===== src/rtl/eep_pkg.sv =====
package eep_pkg;
  localparam int CSR_PGM_BIT = 0;
  localparam int CSR_LAT_BIT = 1;
  localparam logic [7:0] ERASED_BYTE = 8'hFF;

  typedef enum logic [1:0] {
    PH_IDLE  = 2'd0,
    PH_ERASE = 2'd1,
    PH_WRITE = 2'd2
  } prog_phase_e;
endpackage


===== src/rtl/eep_seq.sv =====
module eep_seq #(
  parameter int CYC_CLKS   = 16,
  parameter int ERASE_CLKS = 8
) (
  input  logic       clk,
  input  logic       rst,
  input  logic       csr_we,
  input  logic [7:0] csr_wdata,
  input  logic       wait_req,
  input  logic       halt_req,
  output logic       lat_q,
  output logic       pgm,
  output logic       in_wait,
  output logic       halted,
  output logic       acc_ok,
  output logic       erase_stb,
  output logic       commit_stb,
  output logic       abort_stb,
  output logic       clr_latches
);
  import eep_pkg::*;
  localparam int CNT_W = (CYC_CLKS > 1) ? $clog2(CYC_CLKS) : 1;
  localparam logic [CNT_W-1:0] ERASE_LAST = CNT_W'(ERASE_CLKS - 1);
  localparam logic [CNT_W-1:0] CYC_LAST   = CNT_W'(CYC_CLKS - 1);

  prog_phase_e      phase_q, phase_d;
  logic [CNT_W-1:0] cnt_q, cnt_d;
  logic             lat_d;
  logic             csr_take, start;

  assign acc_ok     = !in_wait && !halted;
  assign csr_take   = csr_we && acc_ok && (phase_q == PH_IDLE);
  assign start      = csr_take && csr_wdata[CSR_PGM_BIT] && lat_q;
  assign abort_stb  = halt_req && (phase_q != PH_IDLE);
  assign erase_stb  = !abort_stb && (phase_q == PH_ERASE) && (cnt_q == ERASE_LAST);
  assign commit_stb = !abort_stb && (phase_q == PH_WRITE) && (cnt_q == CYC_LAST);
  assign pgm        = (phase_q != PH_IDLE);

  always_comb begin
    phase_d = phase_q;
    cnt_d   = cnt_q;
    lat_d   = lat_q;
    if (abort_stb) begin
      phase_d = PH_IDLE;
      cnt_d   = '0;
      lat_d   = 1'b0;
    end else if (phase_q == PH_IDLE) begin
      if (start) begin
        phase_d = PH_ERASE;
        cnt_d   = '0;
      end else if (csr_take) begin
        lat_d = csr_wdata[CSR_LAT_BIT];
      end
    end else begin
      cnt_d = cnt_q + 1'b1;
      if (erase_stb) phase_d = PH_WRITE;
      if (commit_stb) begin
        phase_d = PH_IDLE;
        cnt_d   = '0;
        lat_d   = 1'b0;
      end
    end
  end

  assign clr_latches = lat_q && !lat_d;

  always_ff @(posedge clk) begin
    if (rst) begin
      phase_q <= PH_IDLE;
      cnt_q   <= '0;
      lat_q   <= 1'b0;
      in_wait <= 1'b0;
      halted  <= 1'b0;
    end else begin
      phase_q <= phase_d;
      cnt_q   <= cnt_d;
      lat_q   <= lat_d;
      in_wait <= wait_req && (phase_d == PH_IDLE);
      halted  <= halt_req;
    end
  end
endmodule


===== src/rtl/eep_latch_bank.sv =====
module eep_latch_bank #(
  parameter int NBYTES = 32,
  parameter int ROW_W  = 2,
  localparam int OFF_W = $clog2(NBYTES)
) (
  input  logic                clk,
  input  logic                rst,
  input  logic                wr,
  input  logic [OFF_W-1:0]    off,
  input  logic [ROW_W-1:0]    row,
  input  logic [7:0]          wdata,
  input  logic                clr,
  output logic [NBYTES*8-1:0] lat_data,
  output logic [NBYTES-1:0]   lat_mask,
  output logic [ROW_W-1:0]    tgt_row
);
  for (genvar i = 0; i < NBYTES; i++) begin : g_lane
    always_ff @(posedge clk) begin
      if (rst || clr) begin
        lat_mask[i]         <= 1'b0;
        lat_data[i*8 +: 8]  <= 8'hFF;
      end else if (wr && (off == OFF_W'(i))) begin
        lat_mask[i]         <= 1'b1;
        lat_data[i*8 +: 8]  <= lat_mask[i] ? (lat_data[i*8 +: 8] & wdata) : wdata;
      end
    end
  end

  always_ff @(posedge clk) begin
    if (rst) tgt_row <= '0;
    else if (wr) tgt_row <= row;
  end
endmodule


===== src/rtl/eep_cell_array.sv =====
module eep_cell_array #(
  parameter int ROWS   = 4,
  parameter int NBYTES = 32,
  localparam int ROW_W = (ROWS > 1) ? $clog2(ROWS) : 1
) (
  input  logic                clk,
  input  logic [NBYTES-1:0]   we,
  input  logic [ROW_W-1:0]    waddr,
  input  logic [NBYTES*8-1:0] wdata,
  input  logic [ROW_W-1:0]    raddr,
  output logic [NBYTES*8-1:0] rdata
);
  for (genvar i = 0; i < NBYTES; i++) begin : g_lane
    logic [7:0] mem [ROWS];
    always_ff @(posedge clk) begin
      if (we[i]) mem[waddr] <= wdata[i*8 +: 8];
    end
    assign rdata[i*8 +: 8] = mem[raddr];
  end
endmodule


===== src/rtl/eeprom_row_writer.sv =====
module eeprom_row_writer #(
  parameter int ROWS       = 4,
  parameter int NBYTES     = 32,
  parameter int CYC_CLKS   = 16,
  parameter int ERASE_CLKS = 8,
  localparam int ROW_W  = (ROWS > 1) ? $clog2(ROWS) : 1,
  localparam int OFF_W  = $clog2(NBYTES),
  localparam int ADDR_W = ROW_W + OFF_W
) (
  input  logic              clk,
  input  logic              rst,
  input  logic              bus_en,
  input  logic              bus_wr,
  input  logic [ADDR_W-1:0] bus_addr,
  input  logic [7:0]        bus_wdata,
  output logic              rd_oe,
  output logic [7:0]        rd_data,
  input  logic              csr_we,
  input  logic [7:0]        csr_wdata,
  output logic [7:0]        csr_rdata,
  input  logic              ro_protect,
  input  logic              wait_req,
  output logic              in_wait,
  input  logic              halt_req,
  output logic              halted,
  output logic [ROWS-1:0]   row_undef
);
  import eep_pkg::*;

  logic lat_q, pgm, acc_ok, erase_stb, commit_stb, abort_stb, clr_latches;
  logic latch_wr, bus_rd;
  logic [NBYTES*8-1:0] lat_data, arr_wdata, arr_rdata;
  logic [NBYTES-1:0]   lat_mask, arr_we;
  logic [ROW_W-1:0]    tgt_row;
  logic [ROW_W-1:0]    a_row;
  logic [OFF_W-1:0]    a_off;

  assign a_row = bus_addr[ADDR_W-1:OFF_W];
  assign a_off = bus_addr[OFF_W-1:0];

  eep_seq #(.CYC_CLKS(CYC_CLKS), .ERASE_CLKS(ERASE_CLKS)) u_seq (
    .clk(clk), .rst(rst), .csr_we(csr_we), .csr_wdata(csr_wdata),
    .wait_req(wait_req), .halt_req(halt_req), .lat_q(lat_q), .pgm(pgm),
    .in_wait(in_wait), .halted(halted), .acc_ok(acc_ok),
    .erase_stb(erase_stb), .commit_stb(commit_stb), .abort_stb(abort_stb),
    .clr_latches(clr_latches)
  );

  assign latch_wr = bus_en && bus_wr && lat_q && !pgm && acc_ok;
  assign bus_rd   = bus_en && !bus_wr && acc_ok;

  eep_latch_bank #(.NBYTES(NBYTES), .ROW_W(ROW_W)) u_latch (
    .clk(clk), .rst(rst), .wr(latch_wr), .off(a_off), .row(a_row),
    .wdata(bus_wdata), .clr(clr_latches), .lat_data(lat_data),
    .lat_mask(lat_mask), .tgt_row(tgt_row)
  );

  assign arr_we    = (erase_stb || commit_stb) ? lat_mask : '0;
  assign arr_wdata = erase_stb ? {NBYTES{ERASED_BYTE}} : lat_data;

  eep_cell_array #(.ROWS(ROWS), .NBYTES(NBYTES)) u_arr (
    .clk(clk), .we(arr_we), .waddr(tgt_row), .wdata(arr_wdata),
    .raddr(a_row), .rdata(arr_rdata)
  );

  always_ff @(posedge clk) begin
    if (rst) begin
      rd_oe   <= 1'b0;
      rd_data <= 8'h00;
    end else if (bus_rd && !lat_q) begin
      rd_oe   <= 1'b1;
      rd_data <= ro_protect ? 8'h00 : arr_rdata[a_off*8 +: 8];
    end else begin
      rd_oe   <= 1'b0;
      rd_data <= 8'h00;
    end
  end

  for (genvar r = 0; r < ROWS; r++) begin : g_undef
    always_ff @(posedge clk) begin
      if (rst) row_undef[r] <= 1'b0;
      else if (abort_stb && tgt_row == ROW_W'(r)) row_undef[r] <= 1'b1;
      else if (commit_stb && tgt_row == ROW_W'(r)) row_undef[r] <= 1'b0;
    end
  end

  always_comb begin
    csr_rdata = 8'h00;
    csr_rdata[CSR_PGM_BIT] = pgm;
    csr_rdata[CSR_LAT_BIT] = lat_q;
  end
endmodule


===== config.mk =====
export PLATFORM = sky130hd
export DESIGN_NAME = eeprom_row_writer
export DESIGN_NICKNAME = d
export VERILOG_FILES = /design/src/rtl/eep_pkg.sv /design/src/rtl/eep_seq.sv /design/src/rtl/eep_latch_bank.sv /design/src/rtl/eep_cell_array.sv /design/src/rtl/eeprom_row_writer.sv
export SDC_FILE = /design/constraint.sdc
export NUM_CORES = 1
export LEC_CHECK = 0
export BUFFER_PORTS_ARGS = -buffer_cell sky130_fd_sc_hd__buf_2
export CAP_MARGIN = 20
export CORE_ASPECT_RATIO = 1.75
export CORE_MARGIN = 3
export CORE_UTILIZATION = 35
export DETAILED_ROUTE_END_ITERATION = 7
export SLEW_MARGIN = 40
export SYNTH_ARGS = -nofsm -noshare
export SYNTH_HDL_FRONTEND = slang
export SYNTH_SLANG_ARGS = --single-unit

===== constraint.sdc =====
create_clock -name clk -period 3.4 [get_ports clk]
set_input_delay 0.85 -clock clk [delete_from_list [all_inputs] [get_ports clk]]
set_output_delay 0.85 -clock clk [all_outputs]
set_load 0.01 [all_outputs]

## Yosys cells after proc, flatten, opt, wreduce, memory -nomap -nowiden

Memories as Yosys holds them, arrays and structs flattened.
Cells that the tools add are included.
Widths: inputs -> output; s select.

- Memories: 32
- Bits in writable memories: 1,024
- Input bits: 31
- Logic and storage cells: 381
- Register bits after elaboration: 312

- Reduce and logical (&&, ||, !) cells: 79
- Bitwise operators: 33
- Shift operators: 1
- Add/sub/neg operators: 1
- Multiplexer cells: 120
- Eq/ne operators: 39

Memories:

| name | words | width | rd ports | clocked after memory_dff | write ports | RTL line | RTL |
|---|---|---|---|---|---|---|---|
| u_arr.g_lane[0].mem | 4 | 8 | 1 | 0 | 1 | eep_cell_array.sv:14 | `logic [7:0] mem [ROWS];` |
| u_arr.g_lane[10].mem | 4 | 8 | 1 | 0 | 1 | eep_cell_array.sv:14 |  |
| u_arr.g_lane[11].mem | 4 | 8 | 1 | 0 | 1 | eep_cell_array.sv:14 |  |
| u_arr.g_lane[12].mem | 4 | 8 | 1 | 0 | 1 | eep_cell_array.sv:14 |  |
| u_arr.g_lane[13].mem | 4 | 8 | 1 | 0 | 1 | eep_cell_array.sv:14 |  |
| u_arr.g_lane[14].mem | 4 | 8 | 1 | 0 | 1 | eep_cell_array.sv:14 |  |
| +26 memories | n/a | n/a | n/a | n/a | n/a | n/a |  |

Operator list:

| operator | count |
|---|---|
| $and 8x8->8 | 32 |
| $mux 256 | 1 |
| $mux 8 | 32 |
| $shiftx 256x9->8 | 1 |
| $eq 5x5->1 const B | 16 |
| $mux 1 | 78 |
| $logic_and 1x1->1 | 59 |
| $eq 5x4->1 const B | 8 |
| $mux 32 | 1 |
| $eq 5x3->1 const B | 4 |
| $mux 4 | 3 |
| $eq 5x2->1 const B | 2 |
| $mux 2 | 5 |
| $reduce_bool 2->1 | 5 |
| $logic_not 1->1 | 7 |
| $eq 2x2->1 const B | 3 |
| $logic_not 2->1 | 3 |
| $eq 5x1->1 const B | 1 |
| $logic_not 5->1 | 1 |
| $add 4x1->4 const B | 1 |
| $eq 2x1->1 const B | 2 |
| $eq 4x3->1 const B | 1 |
| $eq 4x4->1 const B | 1 |
| $reduce_or 3->1 | 1 |
| other kinds (4) | 5 |

## Depth between registers and ports, before layout

Gate-level depths: netlist of run 1.

- Depth after elaboration: 12
- Depth in mapped cells: 11

## Hierarchy

A second synthesis of run 1 with hierarchy kept.

- Cells, all modules: 2,861
- Area total of the unflattened synthesis: 53,219.8 um2

By module, submodules not included:

| module | seq. area each (um2) | cells an instance | times used | area each (um2) |
|---|---|---|---|---|
| eep_cell_array | 30,749.5 | 1,493 | 1 | 38,291.7 |
| eep_latch_bank | 5,805.6 | 796 | 1 | 9,945.8 |
| eeprom_row_writer | 260.2 | 515 | 1 | 4,499.3 |
| eep_seq | 180.2 | 57 | 1 | 483.0 |

## Worst setup path after synthesis of run 1

OpenSTA, ideal clock, no wires.

- Path type: in2reg
- Start: in halt_req
- End: mem u_arr.g_lane[18].mem[3][0] (enable)
- Stages on the path: 8
- Path buffers: 4
- Library setup time: 383 ps
- Setup slack: 93 ps
- Arrival: 2,924 ps
- Cells stage by stage: nand2b_1 or4_1 clkbuf_1 o21a_1 clkbuf_1 clkbuf_1 buf_1 nor3_1

- Cells in the longest elaborated chain, start to end: 8

Ends and longest elaborated chain:

| element | RTL line | RTL |
|---|---|---|
| start: declaration | eeprom_row_writer.sv:24 | `input logic halt_req,` |
| $logic_and 1x1->1 * | eep_seq.sv:34 | `assign abort_stb = halt_req && (phase_q != PH_IDLE);` |
| $logic_not 1->1 * | eep_seq.sv:35, eep_seq.sv:36 |  |
| $logic_and 1x1->1 (on tied branches) (2 in series) | eep_seq.sv:35, eep_seq.sv:36 |  |
| $logic_or 1x1->1 * | eeprom_row_writer.sv:58 | `assign arr_we = (erase_stb \|\| commit_stb) ? lat_mask : '0;` |
| $mux 32 * | eeprom_row_writer.sv:58 |  |
| $mux 1 * | eep_cell_array.sv:16 | `if (we[i]) mem[waddr] <= wdata[i*8 +: 8];` |
| $mux 1 (not written as such) * | eep_cell_array.sv:16 |  |
| end: declaration | eep_cell_array.sv:14 |  |

Mark *: on every way between the ends. The rest lies on a longest branch, timed or not.

## Worst setup path in the final report of run 1

- Start: reg u_seq.cnt_q[0]
- End: mem u_arr.g_lane[16].mem[1][2] (enable)

- Cells in the longest elaborated chain, start to end: 6

Ends and longest elaborated chain:

| element | RTL line | RTL |
|---|---|---|
| start: declaration | eep_seq.sv:27 | `logic [CNT_W-1:0] cnt_q, cnt_d;` |
| start signal: assignment | eep_seq.sv:76 | `cnt_q <= cnt_d;` |
| $eq 4x3->1 or $eq 4x4->1 (tied branches) | eep_seq.sv:35, eep_seq.sv:36 |  |
| $logic_and 1x1->1 (on tied branches) | eep_seq.sv:35, eep_seq.sv:36 |  |
| $logic_or 1x1->1 * | eeprom_row_writer.sv:58 |  |
| $mux 32 * | eeprom_row_writer.sv:58 |  |
| $mux 1 * | eep_cell_array.sv:16 |  |
| $mux 1 (not written as such) * | eep_cell_array.sv:16 |  |
| end: declaration | eep_cell_array.sv:14 |  |

Marked as above.

==> results of run 1 <==
==> cell usage after synthesis (all sizes together) (2+ instances only) <==
library cell  count
o41ai             4
a211o             2
a31oi            11
and3              4
or3               2
buf             113
or3b              2
nor2             71
a41oi             2
nor2b            23
a211oi            8
nand4             5
nand2b          266
nor4             26
mux4            234
a32oi             2
o221ai            4
inv              29
clkbuf          113
nor3             86
and2             36
a22o              8
dfxtp           312
nand2           300
mux2             10
o211ai            8
or4               3
edfxtp         1024
o2111ai           4
o22ai           257
a2111oi           4
o21ai            28
or2               2
a221oi            4
mux2i            98
a22oi            46
o31ai             2
a221o             2
a21oi            71
nand4b            2
nand3            41
==> metal layers <==
metal	vias up	part of all wire [%]	routed length (um)
li1	13400	-	-
met1	15900	34	53500
met2	1219	53	83400
met3	383	5.9	9340
met4	2	7.9	12500
met5	-	0.0050	8
==> worst max-delay path: stages (launching register included) <==
cell,delay (ns)
dfxtp_1,0.38
ha_1,0.23
nand2_1,0.10
or3_1,0.50
o21a_4,0.36
buf_4,0.31
nor3_1,0.44
buf_4,0.26
==> registers in the layout, indices dropped and copies added (netlist names), 2 cells and up <==
| register | count |
|---|---|
| u_seq.cnt_q | 4 |
| u_arr.g_lane.mem | 1024 |
| u_seq.phase_q | 2 |
| rd_data | 8 |
| u_latch.lat_mask | 32 |
| u_latch.tgt_row | 2 |
| row_undef | 4 |
| u_latch.lat_data | 256 |
==> power by group through the flow <==
stage          Sequential [mW]  Combinational, mW  Clock [mW]
2_1_floorplan             17.7              0.811           0
3_3_place_gp              17.7               1.67           0
3_5_place_dp              17.7               1.68           0
4_1_cts                   17.3               1.68        12.8
5_1_grt                   17.3               1.72        13.4
6_report                  17.3               1.68        12.6
==> how the worst max path moves through the flow <==
| stage | endpoint | slack, ns | cells after the start |
|---|---|---|---|
| finish | u_arr.g_lane[16].mem[1][2]$_DFFE_PP_ | 0.51 | 7 |
| global route | u_arr.g_lane[16].mem[3][4]$_DFFE_PP_ | 0.37 | 7 |
| CTS | u_arr.g_lane[30].mem[0][3]$_DFFE_PP_ | 0.51 | 7 |
| detailed placement | rd_data[5]$_SDFF_PP0_ | -0.06 | 11 |
| global placement | rd_data[5]$_SDFF_PP0_ | 0.01 | 11 |
| floorplan | u_arr.g_lane[18].mem[3][0]$_DFFE_PP_ | 0.09 | 8 |
==> per-stage QoR <==
stage          setup TNS [ns]  cell area (sq um)  utilization, %  cells  power, mW
6_report                    0              61100            41.2   5687       31.7
5_1_grt                     0              61100            41.2   5684       32.5
4_1_cts                     0              61100            41.2   5683       31.9
3_5_place_dp          -0.0606              57600            38.8   5480       19.4
3_3_place_gp                0              57600            38.8   5480       19.4
2_1_floorplan               0              52400               -   3288       18.5
==> final cells by class <==
type                            instances  area [sq um]  share of cell area [%]
Sequential cell                      1336         37000                    60.5
Tap cell                             1984          2480                    4.06
Timing Repair Buffer                  434          3710                    6.06
Antenna cell                            4          10.0                  0.0164
Clock inverter                         44           459                   0.751
Clock buffer                          159          3100                    5.07
Inverter                               30           113                   0.184
Multi-Input combinational cell       1696         14300                    23.3
==> cells by family after synthesis <==
kind of cell               count (synthesis)  share of synthesized area [%]
DFF                                     1336                           70.7
and+or+nand+nor                          873                           8.99
AOI/OAI and AO/OA                        474                           5.79
muxes                                    342                           12.2
buffers and inverters                    256                           2.33
adders and majority gates                  1                         0.0239
other                                      1                        0.00717
==> metrics.txt, run 1 <==
number of antenna-violating nets in the routed design=0; clk_skew=0.0309 ns; met3 Use GR=2.89%; Peak VDD IR=422 uV; vias per std cell=5.44; CP max FO=34; status=completed; fmax=346 MHz; vias in the first global route=between 30000 and 40000; setup repair bufs after CTS=0; EDFF count, synth=1024; part of the power in combinational logic=5.3%; asr flop ratio synth=0%; GR peak layer=met2; crit path DAT=3.31 ns; syn avg cell area=15.9 sq um; Max Cap Viol=0; synthesized instance count=roughly 3300; Worst Setup SP=u_seq.cnt_q[0]$_SDFFE_PP0P_; # fillers=around 13000; sequential share of power=54.7%; clock share of power=39.9%; met1 GRT Util=between 20 and 25%; core box area=148000 sq um; Layout area overhead=16.8%; Longest Clk Path Bufs=3; end of the worst hold path=u_seq.in_wait$_SDFF_PP0_; FF+latch count, synth=1336; Reg-to-Reg Start=u_seq.cnt_q[0]$_SDFFE_PP0P_; Yosys warning count=0; Pleak=19.4 nW; final-report hold violation count=0; Clock Root Buffer=clkbuf_16; Final Cycle Share=85.1%; switching part of the total=21.6%; first-pass GRT wire length=226000 um; routing usage on met2=between 30% and 40%; r2r setup slk=0.51 ns; GR Overflow Total=0; Hold Path Class=input pin to register; CTS tree=yes; most common cell after layout, fill and taps aside=edfxtp_1; top_reg_cell synth=edfxtp_1; DRC viols=0; final worst setup slack=between 0.5 and 0.6 ns; Clk Latency, worst-skew pair=0.72 ns; crit end category=register; Nets=roughly 3600; Hold-fix buffers, CTS=0; beginning of the worst hold path=wait_req; hold depth=3; min cycle time layout=2.89 ns; Worst Reg2Reg Path Length in Cells=7; Slew Viols, Final=0; routed length per instance=27.9 um; GRT Overall Usage=20.3%; Slew @ Worst Pin=0.875 ns; Die X=~300 um; hpwl dp=109000 um; initial antenna violation count=4; synth top area cells=edfxtp_1 59%, dfxtp_1 12%, mux4_2 10%; Critical Path RT=3.81 ns; Post-Route WL=between 150000 and 200000 um; cell internal pwr=24.8 mW; largest net degree at the start of global routing=131; Setup Slack @ Placement=-0.0606 ns; Reg clk slew, reported paths=0.07 ns; final setup fails=0; Power Density=518 nW/um^2; H-tree depth=3; initial drt markers=2748; startpoint types=register; sequential-to-total area share from yosys stat=a little over two thirds; initial core utilization=35.3%; Synth area leader=edfxtp_1; number of I/O pins=54; routed vias=30900; # resized after CTS=0; die span in y=518 um; layout cells sized above 1=between 20 and 30%; most frequent cells in the layout=1024 x edfxtp_1, 351 x buf_4, 310 x dfxtp_1; Buffers on Ports=41; net switching power=a little under 7 mW; GPL Wtd Cong=0.919; RSZ-0062 raised after global routing=no; Reg2Reg Capture Point=u_arr.g_lane[16].mem[1][2]$_DFFE_PP_; CTS sink count=1336; # rows=187; WS Path Type=register to register; CTS Buf Count=between 100 and 150; Mapped Area=52300 sq um; Hold WS=0.400 ns; Synth cell types=66; share of Yosys cell area claimed by the top area cell type=58.8%; Slew HR=41.6%; DIE AREA=154000 sq um; DRT Pass-1 Iters=6
No activity file was read; power rests on OpenSTA's default activity.
==> run 2, diff against run 1 <==
CELL_PAD_IN_SITES_DETAIL_PLACEMENT = 1   (was unset)
CELL_PAD_IN_SITES_GLOBAL_PLACEMENT = 1   (was unset)
PLACE_DENSITY_LB_ADDON = 0.1   (was unset)
==> metrics.txt, run 2 (same netlist as run 1, synthesis figures left out) <==
status=completed; Reg clk slew, reported paths=about 0.070 ns; first-pass GRT wire length=249000 um; Most flops, register=u_arr.g_lane.mem; die span in y=between 500 and 600 um; DRC viols=0; initial core utilization=35.3%; routed vias=30700; r2r setup slk=0.43 ns; Worst Reg2Reg Path Length in Cells=7; # fillers=between 10000 and 15000; CTS Buf Count=121; clock share of power=43.5%; DRT Pass-1 Iters=5; setup repair bufs after CTS=0; part of the power in combinational logic=under 10%; startpoint types=register; hold depth=3; final worst setup slack=0.433 ns; WS Path Type=register to register; most common cell after layout, fill and taps aside=edfxtp_1; switching part of the total=approximately 22%; DIE AREA=154000 sq um; net switching power=7.42 mW; # rows=between 150 and 200; Hold Path Class=input pin to register; max FFs per register=1024; Peak VDD IR=487 uV; Layout area overhead=18.3%; Critical Path RT=3.78 ns; beginning of the worst hold path=wait_req; CP max FO=10; vias per std cell=5.38; RSZ-0062 raised after global routing=no; final setup fails=0; # resized after CTS=0; utilization after layout=approximately two fifths; Buffers on Ports=41; final-report hold violation count=0; initial drt markers=2198; Setup Slack @ Placement=-0.271 ns; Longest Clk Path Bufs=3; Max Cap Viol=0; min cycle time layout=between 2 and 3 ns; Worst Setup SP=u_seq.cnt_q[0]$_SDFFE_PP0P_; cell internal pwr=26.3 mW; setup TNS=0 ns; Slew HR=45.6%; Pleak=19.7 nW; Nets=~3600; Top Registers=u_arr.g_lane.mem x1024, u_latch.lat_data x256, u_latch.lat_mask x32; crit end category=register; layout cells sized above 1=between 20% and 30%; GR Overflow Total=0; Slew @ Worst Pin=0.816 ns; initial antenna violation count=10; hpwl dp=~120000 um; Reg-to-Reg Start=u_seq.cnt_q[0]$_SDFFE_PP0P_; Final Cycle Share=between 80 and 90%; largest net degree at the start of global routing=114; total chip power=approximately 34 mW; Hold WS=approximately 0.38 ns; Clock Root Buffer=clkbuf_16; H-tree depth=3; Die X=approximately 300 um; core box area=148000 sq um; Power Density=545 nW/um^2; vias in the first global route=33300; crit path DAT=3.34 ns; sequential share of power=51.4%; number of I/O pins=54; clk_skew=0.0283 ns; Hold-fix buffers, CTS=0; fmax=337 MHz; CTS tree=yes; GRT Overall Usage=~23%; CTS sink count=1336; Post-Route WL=175000 um; GPL Wtd Cong=0.808; Slew Viols, Final=0; Clk Latency, worst-skew pair=0.75 ns; most frequent cells in the layout=1024 x edfxtp_1, 334 x buf_4, 310 x dfxtp_1; number of antenna-violating nets in the routed design=0; routed length per instance=30.7 um
## run 2: cell types whose count changed in the layout (fill, tap and decap cells not counted), moves of 2 or more
cell / before / now
buf_12: 42 / 47
buf_4: 351 / 334
bufinv_16: 7 / 18
clkbuf_1: 35 / 25
clkbuf_16: 112 / 123
clkinv_1: 7 / 11
clkinv_16: 0 / 2
clkinv_2: 14 / 20
clkinvlp_4: 8 / 15
diode_2: 4 / 9
nor4_1: 11 / 6
nor4_2: 13 / 18
## run 2: power by group through the flow
stage / Combinational (mW) / Clock (mW) / Sequential [mW]
floorplan: 0.811 / 0 / 17.7
global placement: 1.74 / 0 / 17.7
detailed placement: 1.74 / 0 / 17.7
CTS: 1.75 / 15.0 / 17.3
global route: 1.77 / 15.6 / 17.3
finish: 1.71 / 14.7 / 17.3
## run 2: layer usage
layer  vias to the layer above  wire (um)  track usage, %  share of wire [%]
met5                         -         13               0             0.0074
met4                         2       6010            7.46                3.4
met3                       237       6390            2.32                3.6
met2                       729      97200            43.4                 55
met1                     16300      65900            25.8                 38
li1                      13400          -               -                  -
## run 2: cell type report
class / instances / area (sq um) / share of cell area (%)
antenna: 9 / 22.5 / 0.0364
clock buffer: 160 / 3340 / 5.39
inverter: 30 / 114 / 0.184
multi-input combinational: 1696 / 14300 / 23.1
sequential: 1336 / 37000 / 59.8
timing repair buffer: 421 / 3690 / 5.96
clock inverter: 72 / 942 / 1.52
tap: 1984 / 2480 / 4.01
## run 2: worst paths after layout
path                                           to
max          u_arr.g_lane[30].mem[0][3]$_DFFE_PP_
min                      u_seq.in_wait$_SDFF_PP0_
max reg2reg  u_arr.g_lane[30].mem[0][3]$_DFFE_PP_
min reg2reg    u_latch.lat_data[115]$_SDFFE_PP1P_
## run 2: critical path, stage by stage (launching register included)
cell     delay [ns]
dfxtp_1        0.38
ha_1           0.25
nand2_1        0.10
or3_1          0.52
o21a_4         0.35
nor3_1         0.21
buf_4          0.29
and2_1         0.45
## run 2: metrics by stage
| stage | cells | instance area [sq um] |
|---|---|---|
| 6_report | 5708 | 61900 |
| 3_3_place_gp | 5466 | 57600 |
| 3_5_place_dp | 5467 | 57600 |
| 2_1_floorplan | 3288 | 52400 |
| 5_1_grt | 5700 | 61900 |
| 4_1_cts | 5699 | 61900 |
